==> config.mk <==
export PLATFORM = sky130hd
export DESIGN_NAME = desc_queue_alloc
export DESIGN_NICKNAME = d
export VERILOG_FILES = /design/src/rtl/dqa_pkg.sv /design/src/rtl/dqa_queue.sv /design/src/rtl/dqa_victim_sel.sv /design/src/rtl/dqa_fetch_eng.sv /design/src/rtl/desc_queue_alloc.sv
export SDC_FILE = /design/constraint.sdc
export NUM_CORES = 2
export LEC_CHECK = 0
export BUFFER_PORTS_ARGS = -buffer_cell sky130_fd_sc_hd__buf_2
export CORE_MARGIN = 5
export CORE_UTILIZATION = 60
export DETAILED_ROUTE_END_ITERATION = 12
export PLACE_DENSITY = 0.74
export RECOVER_POWER = 100
export SYNTH_ARGS = -nofsm -noshare
export SYNTH_HDL_FRONTEND = slang
export SYNTH_HIERARCHICAL = 1
export SYNTH_SLANG_ARGS = --single-unit
==> constraint.sdc <==
create_clock -name clk -period 18.4 [get_ports clk]
set_clock_uncertainty 0.05 [all_clocks]
set_input_delay 2.76 -clock clk [delete_from_list [all_inputs] [get_ports clk]]
set_output_delay 2.76 -clock clk [all_outputs]
set_load 0.05 [all_outputs]
==> src/rtl/dqa_pkg.sv <==
// Shared types for the descriptor queue allocator.
package dqa_pkg;
    // States of the descriptor fetch engine.
    typedef enum logic [1:0] {
        FE_IDLE  = 2'd0,
        FE_ISSUE = 2'd1,
        FE_WAIT  = 2'd2
    } fetch_state_e;
endpackage

==> src/rtl/dqa_queue.sv <==
// One on-chip descriptor queue with its ownership record.
// What it does: stores up to DEPTH descriptors as a FIFO, remembers the owning
// interface, its priority, threshold and real-time flag, the next ring index to
// fetch and the number of ring descriptors still to fetch.
// Assumes: wr_en never arrives when full (the fetch engine bounds its reads),
// and alloc_en has precedence over every other update in its cycle.
module dqa_queue #(
    parameter int DEPTH  = 8,
    parameter int DESC_W = 32,
    parameter int IF_W   = 3,
    parameter int PRIO_W = 2,
    parameter int IDX_W  = 16,
    parameter int AV_W   = 8,
    localparam int LVL_W = $clog2(DEPTH + 1),
    localparam int PTR_W = (DEPTH > 1) ? $clog2(DEPTH) : 1
) (
    input  logic              clk,
    input  logic              rst_n,
    input  logic              alloc_en,
    input  logic              hit_en,
    input  logic [IF_W-1:0]   cfg_if,
    input  logic              cfg_rt,
    input  logic [PRIO_W-1:0] cfg_prio,
    input  logic [LVL_W-1:0]  cfg_thresh,
    input  logic [IDX_W-1:0]  cfg_start,
    input  logic [AV_W-1:0]   cfg_avail,
    input  logic              wr_en,
    input  logic [DESC_W-1:0] wr_data,
    input  logic              pop_en,
    output logic              owned,
    output logic [IF_W-1:0]   owner,
    output logic              is_rt,
    output logic [PRIO_W-1:0] prio,
    output logic [LVL_W-1:0]  level,
    output logic [AV_W-1:0]   remaining,
    output logic [IDX_W-1:0]  next_idx,
    output logic [DESC_W-1:0] head_data,
    output logic              need_refill
);
    localparam logic [LVL_W-1:0] FULL  = LVL_W'(DEPTH);
    localparam logic [PTR_W-1:0] LASTP = PTR_W'(DEPTH - 1);

    logic [DESC_W-1:0] store [DEPTH];
    logic [PTR_W-1:0]  wr_ptr, rd_ptr;
    logic [LVL_W-1:0]  thresh;
    logic              pop_do;
    logic [AV_W-1:0]   rem_dec;
    logic [AV_W:0]     rem_sum;
    logic [AV_W-1:0]   rem_next;

    // Pop takes effect only on a non-empty queue.
    assign pop_do = pop_en && (level != '0);

    // Remaining count after this cycle's write and any added availability.
    always_comb begin
        rem_dec  = remaining - (wr_en ? AV_W'(1) : AV_W'(0));
        rem_sum  = {1'b0, rem_dec} + {1'b0, cfg_avail};
        rem_next = hit_en ? (rem_sum[AV_W] ? '1 : rem_sum[AV_W-1:0]) : rem_dec;
    end

    // Ownership, counters and pointers.
    always_ff @(posedge clk) begin
        if (!rst_n) begin
            owned     <= 1'b0;
            owner     <= '0;
            is_rt     <= 1'b0;
            prio      <= '0;
            thresh    <= '0;
            level     <= '0;
            remaining <= '0;
            next_idx  <= '0;
            wr_ptr    <= '0;
            rd_ptr    <= '0;
        end else if (alloc_en) begin
            owned     <= 1'b1;
            owner     <= cfg_if;
            is_rt     <= cfg_rt;
            prio      <= cfg_prio;
            thresh    <= cfg_thresh;
            level     <= '0;
            remaining <= cfg_avail;
            next_idx  <= cfg_start;
            wr_ptr    <= '0;
            rd_ptr    <= '0;
        end else begin
            if (hit_en) begin
                prio   <= cfg_prio;
                thresh <= cfg_thresh;
            end
            remaining <= rem_next;
            if (wr_en) begin
                wr_ptr   <= (wr_ptr == LASTP) ? '0 : wr_ptr + PTR_W'(1);
                next_idx <= next_idx + IDX_W'(1);
            end
            if (pop_do) begin
                rd_ptr <= (rd_ptr == LASTP) ? '0 : rd_ptr + PTR_W'(1);
            end
            level <= level + (wr_en ? LVL_W'(1) : LVL_W'(0))
                           - (pop_do ? LVL_W'(1) : LVL_W'(0));
        end
    end

    // Descriptor storage, no reset needed.
    always_ff @(posedge clk) begin
        if (wr_en && !alloc_en) store[wr_ptr] <= wr_data;
    end

    assign head_data = store[rd_ptr];

    // Refill request: real-time queues stay full, others wait for the threshold.
    assign need_refill = owned && (remaining != '0) && (level < FULL)
                         && (is_rt || (level <= thresh));

    assert_no_overflow_R3: assert property (@(posedge clk) disable iff (!rst_n)
        wr_en |-> (level < FULL));

    assert_pop_empty_R13: assert property (@(posedge clk) disable iff (!rst_n)
        (pop_en && (level == '0) && !wr_en && !alloc_en) |=> (level == '0));

    assert_rt_pinned_R8: assert property (@(posedge clk) disable iff (!rst_n)
        (owned && is_rt) |-> !alloc_en);
endmodule

==> src/rtl/dqa_victim_sel.sv <==
// Queue selection for an incoming request.
// What it does: finds the queue already holding the requested interface, or
// else the queue to take, preferring free, then inactive, then the lowest
// strictly-lower priority owner; real-time and filling queues are never taken.
// Assumes: request fields are stable while req is evaluated (pure combinational).
module dqa_victim_sel #(
    parameter int NQ     = 4,
    parameter int IF_W   = 3,
    parameter int PRIO_W = 2,
    parameter int LVL_W  = 4,
    localparam int Q_W   = (NQ > 1) ? $clog2(NQ) : 1
) (
    input  logic [NQ-1:0]             owned,
    input  logic [NQ-1:0]             is_rt,
    input  logic [NQ-1:0]             filling,
    input  logic [NQ-1:0][IF_W-1:0]   owner,
    input  logic [NQ-1:0][PRIO_W-1:0] prio,
    input  logic [NQ-1:0][LVL_W-1:0]  level,
    input  logic [IF_W-1:0]           req_if,
    input  logic [PRIO_W-1:0]         req_prio,
    output logic                      hit,
    output logic [Q_W-1:0]            hit_q,
    output logic                      alloc_ok,
    output logic [Q_W-1:0]            alloc_q
);
    logic           f_free, f_inact, f_low;
    logic [Q_W-1:0] q_free, q_inact, q_low;
    logic [PRIO_W-1:0] best_prio;

    // Scan all queues once for each selection class.
    always_comb begin
        hit = 1'b0;  hit_q = '0;
        f_free = 1'b0;  q_free = '0;
        f_inact = 1'b0; q_inact = '0;
        f_low = 1'b0;   q_low = '0;  best_prio = '0;
        for (int q = 0; q < NQ; q++) begin
            if (!hit && owned[q] && (owner[q] == req_if)) begin
                hit = 1'b1;  hit_q = Q_W'(q);
            end
            if (!f_free && !owned[q]) begin
                f_free = 1'b1;  q_free = Q_W'(q);
            end
            if (!f_inact && owned[q] && !is_rt[q] && !filling[q] && (level[q] == '0)) begin
                f_inact = 1'b1;  q_inact = Q_W'(q);
            end
            if (owned[q] && !is_rt[q] && !filling[q] && (prio[q] < req_prio)
                && (!f_low || (prio[q] < best_prio))) begin
                f_low = 1'b1;  q_low = Q_W'(q);  best_prio = prio[q];
            end
        end
        alloc_ok = f_free || f_inact || f_low;
        alloc_q  = f_free ? q_free : (f_inact ? q_inact : q_low);
    end
endmodule

==> src/rtl/dqa_fetch_eng.sv <==
// Descriptor fetch engine shared by all queues.
// What it does: picks a queue asking for a refill (real-time first, then lowest
// index), sizes the burst as min(free slots, ring remaining) and reads one
// descriptor at a time, writing each returned descriptor into that queue.
// Assumes: exactly one mem_rd_valid returns per mem_rd_en, after it.
module dqa_fetch_eng
    import dqa_pkg::*;
#(
    parameter int NQ     = 4,
    parameter int DEPTH  = 8,
    parameter int IF_W   = 3,
    parameter int IDX_W  = 16,
    parameter int AV_W   = 8,
    parameter int LVL_W  = 4,
    localparam int Q_W   = (NQ > 1) ? $clog2(NQ) : 1
) (
    input  logic                     clk,
    input  logic                     rst_n,
    input  logic                     hold,
    input  logic [NQ-1:0]            need_refill,
    input  logic [NQ-1:0]            is_rt,
    input  logic [NQ-1:0][LVL_W-1:0] level,
    input  logic [NQ-1:0][AV_W-1:0]  remaining,
    input  logic [NQ-1:0][IDX_W-1:0] next_idx,
    input  logic [NQ-1:0][IF_W-1:0]  owner,
    input  logic                     mem_rd_valid,
    output logic                     mem_rd_en,
    output logic [IF_W-1:0]          mem_rd_if,
    output logic [IDX_W-1:0]         mem_rd_idx,
    output logic [NQ-1:0]            wr_sel,
    output logic [NQ-1:0]            filling
);
    localparam logic [LVL_W-1:0] FULL = LVL_W'(DEPTH);

    fetch_state_e     state;
    logic [Q_W-1:0]   tgt;
    logic [LVL_W-1:0] cnt;
    logic             pick_ok;
    logic [Q_W-1:0]   pick_q;
    logic [LVL_W-1:0] space, burst;

    // Choose the next queue to refill: real-time queues win, then lowest index.
    always_comb begin
        pick_ok = 1'b0;
        pick_q  = '0;
        for (int q = 0; q < NQ; q++) begin
            if (need_refill[q] && is_rt[q] && !pick_ok) begin
                pick_ok = 1'b1;  pick_q = Q_W'(q);
            end
        end
        for (int q = 0; q < NQ; q++) begin
            if (need_refill[q] && !pick_ok) begin
                pick_ok = 1'b1;  pick_q = Q_W'(q);
            end
        end
        space = FULL - level[pick_q];
        burst = (remaining[pick_q] < AV_W'(space)) ? LVL_W'(remaining[pick_q]) : space;
    end

    // Engine sequencing: idle -> issue one read -> wait for its data.
    always_ff @(posedge clk) begin
        if (!rst_n) begin
            state <= FE_IDLE;
            tgt   <= '0;
            cnt   <= '0;
        end else begin
            case (state)
                FE_IDLE: if (pick_ok && !hold) begin
                    tgt   <= pick_q;
                    cnt   <= burst;
                    state <= FE_ISSUE;
                end
                FE_ISSUE: state <= FE_WAIT;
                FE_WAIT: if (mem_rd_valid) begin
                    cnt   <= cnt - LVL_W'(1);
                    state <= (cnt == LVL_W'(1)) ? FE_IDLE : FE_ISSUE;
                end
                default: state <= FE_IDLE;
            endcase
        end
    end

    assign mem_rd_en  = (state == FE_ISSUE);
    assign mem_rd_if  = owner[tgt];
    assign mem_rd_idx = next_idx[tgt];

    // Per-queue strobes for data write and "being filled".
    always_comb begin
        for (int q = 0; q < NQ; q++) begin
            filling[q] = (state != FE_IDLE) && (tgt == Q_W'(q));
            wr_sel[q]  = (state == FE_WAIT) && mem_rd_valid && (tgt == Q_W'(q));
        end
    end

    assert_single_issue_R3: assert property (@(posedge clk) disable iff (!rst_n)
        mem_rd_en |=> !mem_rd_en);

    assert_read_within_avail_R12: assert property (@(posedge clk) disable iff (!rst_n)
        mem_rd_en |-> (remaining[tgt] != '0));
endmodule

==> src/rtl/desc_queue_alloc.sv <==
// Shared descriptor queue allocator (top).
// What it does: lends NUM_Q on-chip queues to NUM_IF descriptor rings,
// resolves requests (hit, allocate, flush, busy), drives the shared fetch
// engine and serves per-interface pops.
// Assumes: a request is held stable until req_ack; the interface losing its
// queue is not popped in the cycle of reassignment; one read response per read.
module desc_queue_alloc #(
    parameter int NUM_Q   = 4,
    parameter int NUM_IF  = 8,
    parameter int Q_DEPTH = 8,
    parameter int DESC_W  = 32,
    parameter int PRIO_W  = 2,
    parameter int IDX_W   = 16,
    parameter int AV_W    = 8,
    localparam int IF_W   = (NUM_IF > 1) ? $clog2(NUM_IF) : 1,
    localparam int LVL_W  = $clog2(Q_DEPTH + 1),
    localparam int Q_W    = (NUM_Q > 1) ? $clog2(NUM_Q) : 1
) (
    input  logic              clk,
    input  logic              rst_n,
    input  logic              req_valid,
    input  logic [IF_W-1:0]   req_if,
    input  logic              req_rt,
    input  logic [PRIO_W-1:0] req_prio,
    input  logic [LVL_W-1:0]  req_thresh,
    input  logic [IDX_W-1:0]  req_start,
    input  logic [AV_W-1:0]   req_avail,
    output logic              req_ack,
    output logic              req_busy,
    output logic              flush_valid,
    output logic [IF_W-1:0]   flush_if,
    output logic [IDX_W-1:0]  flush_idx,
    output logic              mem_rd_en,
    output logic [IF_W-1:0]   mem_rd_if,
    output logic [IDX_W-1:0]  mem_rd_idx,
    input  logic              mem_rd_valid,
    input  logic [DESC_W-1:0] mem_rd_data,
    input  logic              pop_en,
    input  logic [IF_W-1:0]   pop_if,
    output logic              pop_valid,
    output logic [DESC_W-1:0] pop_desc
);
    logic [NUM_Q-1:0]              owned, is_rt, need_refill, filling, wr_sel;
    logic [NUM_Q-1:0]              alloc_en, hit_en, q_pop, req_match;
    logic [NUM_Q-1:0][IF_W-1:0]    owner;
    logic [NUM_Q-1:0][PRIO_W-1:0]  prio;
    logic [NUM_Q-1:0][LVL_W-1:0]   level;
    logic [NUM_Q-1:0][AV_W-1:0]    remaining;
    logic [NUM_Q-1:0][IDX_W-1:0]   next_idx;
    logic [NUM_Q-1:0][DESC_W-1:0]  head_data;
    logic                          hit, alloc_ok, grant_new;
    logic [Q_W-1:0]                hit_q, alloc_q;

    dqa_victim_sel #(
        .NQ(NUM_Q), .IF_W(IF_W), .PRIO_W(PRIO_W), .LVL_W(LVL_W)
    ) i_sel (
        .owned(owned), .is_rt(is_rt), .filling(filling), .owner(owner),
        .prio(prio), .level(level), .req_if(req_if), .req_prio(req_prio),
        .hit(hit), .hit_q(hit_q), .alloc_ok(alloc_ok), .alloc_q(alloc_q)
    );

    // Request outcome: hit, fresh allocation (possibly flushing), or wait.
    assign grant_new   = req_valid && !hit && alloc_ok;
    assign req_ack     = req_valid && (hit || alloc_ok);
    assign req_busy    = req_valid && !hit && !alloc_ok;
    assign flush_valid = grant_new && owned[alloc_q];
    assign flush_if    = owner[alloc_q];
    assign flush_idx   = next_idx[alloc_q] - IDX_W'(level[alloc_q]);

    // Per-queue control strobes and pop routing.
    always_comb begin
        pop_valid = 1'b0;
        pop_desc  = '0;
        for (int q = 0; q < NUM_Q; q++) begin
            alloc_en[q]  = grant_new && (alloc_q == Q_W'(q));
            hit_en[q]    = req_valid && hit && (hit_q == Q_W'(q));
            req_match[q] = owned[q] && (owner[q] == req_if);
            q_pop[q]     = pop_en && owned[q] && (owner[q] == pop_if);
            if (owned[q] && (owner[q] == pop_if) && (level[q] != '0)) begin
                pop_valid = 1'b1;
                pop_desc  = head_data[q];
            end
        end
    end

    for (genvar g = 0; g < NUM_Q; g++) begin : g_queue
        dqa_queue #(
            .DEPTH(Q_DEPTH), .DESC_W(DESC_W), .IF_W(IF_W), .PRIO_W(PRIO_W),
            .IDX_W(IDX_W), .AV_W(AV_W)
        ) i_queue (
            .clk(clk), .rst_n(rst_n),
            .alloc_en(alloc_en[g]), .hit_en(hit_en[g]),
            .cfg_if(req_if), .cfg_rt(req_rt), .cfg_prio(req_prio),
            .cfg_thresh(req_thresh), .cfg_start(req_start), .cfg_avail(req_avail),
            .wr_en(wr_sel[g]), .wr_data(mem_rd_data), .pop_en(q_pop[g]),
            .owned(owned[g]), .owner(owner[g]), .is_rt(is_rt[g]), .prio(prio[g]),
            .level(level[g]), .remaining(remaining[g]), .next_idx(next_idx[g]),
            .head_data(head_data[g]), .need_refill(need_refill[g])
        );
    end

    dqa_fetch_eng #(
        .NQ(NUM_Q), .DEPTH(Q_DEPTH), .IF_W(IF_W), .IDX_W(IDX_W),
        .AV_W(AV_W), .LVL_W(LVL_W)
    ) i_fetch (
        .clk(clk), .rst_n(rst_n), .hold(grant_new),
        .need_refill(need_refill), .is_rt(is_rt), .level(level),
        .remaining(remaining), .next_idx(next_idx), .owner(owner),
        .mem_rd_valid(mem_rd_valid), .mem_rd_en(mem_rd_en),
        .mem_rd_if(mem_rd_if), .mem_rd_idx(mem_rd_idx),
        .wr_sel(wr_sel), .filling(filling)
    );

    assert_unique_owner_R2: assert property (@(posedge clk) disable iff (!rst_n)
        req_valid |-> $onehot0(req_match));

    assert_busy_no_free_R11: assert property (@(posedge clk) disable iff (!rst_n)
        req_busy |-> (&owned));

    assert_flush_not_filling_R9: assert property (@(posedge clk) disable iff (!rst_n)
        grant_new |-> !(|(alloc_en & filling)));
endmodule

==> results.yml <==
clocking:
  cts_buffers: 118
  tritoncts: "yes"
  cts_sinks: 1224
  h-tree-depth: 3
  holdBufCountCts: 0
  cts_setup_buffers: 0
  clock_latency_ns: 0.70
  clock-root-buffer: "clkbuf_16"
  cts_buffer_depth: 3
  clk_pin_slew_worst_paths_ns: 0.05
  cts_resized: 0
detailed_routing:
  via_per_inst: 6.66
  firstDrtPassIters: 6
  drt-initial-drc-count: 3807
  drt_wl_total_um: 140000
  drc_errors: 0
  vias: 32100
  wire_per_inst_um: 29.0
  drtAntennaViolNets: 0
power_and_ir_drop:
  p_total_uw: 5930
  power_density_nw_per_um2: 98.4
  ir_drop_mv: 0.0961
  p_leak_uw: 0.0196
cells_and_area:
  final_common_cell: "edfxtp_1"
  layout_common_cells: "1,024 x edfxtp_1, 226 x nand2_1, 219 x mux4_2"
  fillers: 5987
  area_delta_synth_final_pct: 10.9
  drive_gt1_share_pct: 19.2
  nNetsFinal: 3740
logic_synthesis:
  yosysSeqAreaShare_pct: 63.9
  synth.largest_area_cell: "edfxtp_1"
  yosys_warnings: 6
  synth_edf_count: 1024
  ys_seq_elements: 1224
  synth_ff_type: "edfxtp_1"
  netlist_area_sq_um: 54400
  syn_avg_cell_area_sq_um: 16.1
  synth_cell_type_count: 104
  yosys-top-cells-area: "edfxtp_1 57%, mux4_2 9.1%, dfxtp_1 7.4%"
  synth_top_area_share_pct: 56.6
  synthCells: 3370
  async_reset_ff_share_pct: 0
  syn_nets: 3566
sta:
  fin_ws_ns: 3.78
  slew_viol_final: 1145
  finalSetupTns_ns: 0
  slew_headroom_pct: -106
  fin_crit_ns: 14.62
  setup_viol: 0
  finalHoldViolations: 0
  clock.fmax_mhz: 68.4
  rsz0062_at_grt: "false"
  finalCritPeriodShare_pct: 79.5
  tightest_slew_ns: 3.09
setup_path:
  rrSetupSlack_ns: 6.65
  worstSetupPathType: "in2out"
  cp_common_cell: "ha_1"
  start_kind: "input port"
  path_buf_inv: 6
  cp.required_ns: 15.59
  slowest_delay_ns: 1.65
  worstPathArrival_ns: 11.81
  cpMaxStageDelayCell: "clkbuf_1"
  cp-end-kind: "primary output"
  critPathMaxFanout: 28
  critical-path-top-delay-family: "buffers and inverters"
run_status:
  failed_checks: "capacitance limit, slew limit"
  status: "finished with violations"
floorplan:
  die_x_um: 311
  num_rows: 110
  die_area_sq_um: 96700
  io_pins: 149
  die_y_um: 311
  start_util_pct: 60.4
  coreArea_sq_um: 90000
global_route:
  overflow: 0
  antenna_found_initial: 3
  grt_max_degree: 92
  grt_usage_pct: 28.5
  grt_pass1_vias: 33200
  grt_pass1_wl_um: 208000
place:
  gp_congestion: 0.882
  place_ws_ns: 5.59
  portBuffers: 148
  dp_hpwl_um: 82000
min_path:
  hp-class: "reg2reg"
flow_run:
  maxCapViolCount: 36
Yosys cell counts (15+ instances only):
library cell	count
edfxtp_1	1024
nand2_1	226
mux4_2	219
dfxtp_1	200
mux2_2	133
o21ai_0	133
nor2_1	117
ha_1	113
inv_1	103
a21oi_1	102
clkbuf_1	89
mux4_1	80
xor2_1	80
xnor2_1	62
nor4_1	47
nand3_1	46
o21ai_1	39
mux2i_1	38
buf_6	31
nor2b_1	31
nor3_1	28
and2_1	27
nand4_1	25
nand2b_1	23
buf_1	22
buf_2	22
a221oi_1	21
a21boi_0	20
a22oi_1	15
or3_1	15
where the power goes:
group	total (uW)	switching, uW	internal [uW]
Sequential	3040	23.5	3020
Clock	2590	1050	1540
Combinational	306	213	92.6
Total	5930	1290	4650
flip-flops by register name, indices dropped and copies added, names as in the netlist, 4 cells and up, named ones only:
register / flops
g_queue.i_queue/store: 1024
g_queue.i_queue/next_idx: 64
g_queue.i_queue/remaining: 32
g_queue.i_queue/level: 16
g_queue.i_queue/thresh: 16
g_queue.i_queue/owner: 12
g_queue.i_queue/rd_ptr: 12
g_queue.i_queue/wr_ptr: 12
g_queue.i_queue/prio: 8
g_queue.i_queue/is_rt: 4
g_queue.i_queue/owned: 4
i_fetch/cnt: 4
logic make-up after synthesis:
logic type | count (synthesis) | synth area share [%]
AOI/OAI and AO/OA | 476 | 5.79
xor gates and xnor gates | 143 | 2.32
adders and majority gates | 122 | 2.93
buffers and inverters | 275 | 2.40
DFF | 1224 | 63.9
muxes | 470 | 16.4
and+or+nand+nor | 660 | 6.24
final timing paths:
| check | startpoint | endpoint | cells after the start |
|---|---|---|---|
| setup / recovery | req_prio[1] | flush_idx[14] | 32 |
| hold / removal | g_queue[3].i_queue/thresh[1] | g_queue[3].i_queue/thresh[1] | 2 |
| setup reg to reg | i_fetch/tgt[0] | g_queue[0].i_queue/store[5][15] | 25 |
| hold reg to reg | g_queue[3].i_queue/thresh[1] | g_queue[3].i_queue/thresh[1] | 2 |
metrics by stage:
stage | hold slack [ns] | instance area [sq um] | utilization, % | cells
3_5_place_dp | 0.406 | 56500 | 62.8 | 4600
3_3_place_gp | 0.389 | 56500 | 62.8 | 4600
6_report | 0.420 | 60300 | 67.0 | 4824
5_1_grt | 0.448 | 60300 | 67.0 | 4824
2_1_floorplan | 0.381 | 54400 | - | 3370
4_1_cts | 0.414 | 60700 | 67.5 | 4822
worst min-delay path, cell delays in order, from the launching register on:
cell,delay [ns]
dfxtp_1,0.31
nand2_1,0.05
a21boi_0,0.06
final cells by class:
cell class / count / area [sq um] / area share [%]
flip-flops and latches: 1224 / 34800 / 57.7
multi-input cells: 1871 / 18400 / 30.6
clock buffers: 147 / 3230 / 5.35
well taps: 1176 / 1470 / 2.44
repair buffers: 221 / 1010 / 1.67
clock inverters: 75 / 983 / 1.63
inverters: 108 / 405 / 0.672
diodes: 2 / 5.00 / 0.00830
routing by layer:
metal | part of all wire (%) | global-route usage, % | vias up
met5 | 0.011 | 0 | -
met4 | 4.6 | 10.5 | 2
met3 | 8.3 | 4.52 | 348
met2 | 49 | 48.1 | 1808
met1 | 38 | 38.2 | 16300
li1 | - | - | 13700
No activity file was read; power rests on OpenSTA's default activity.
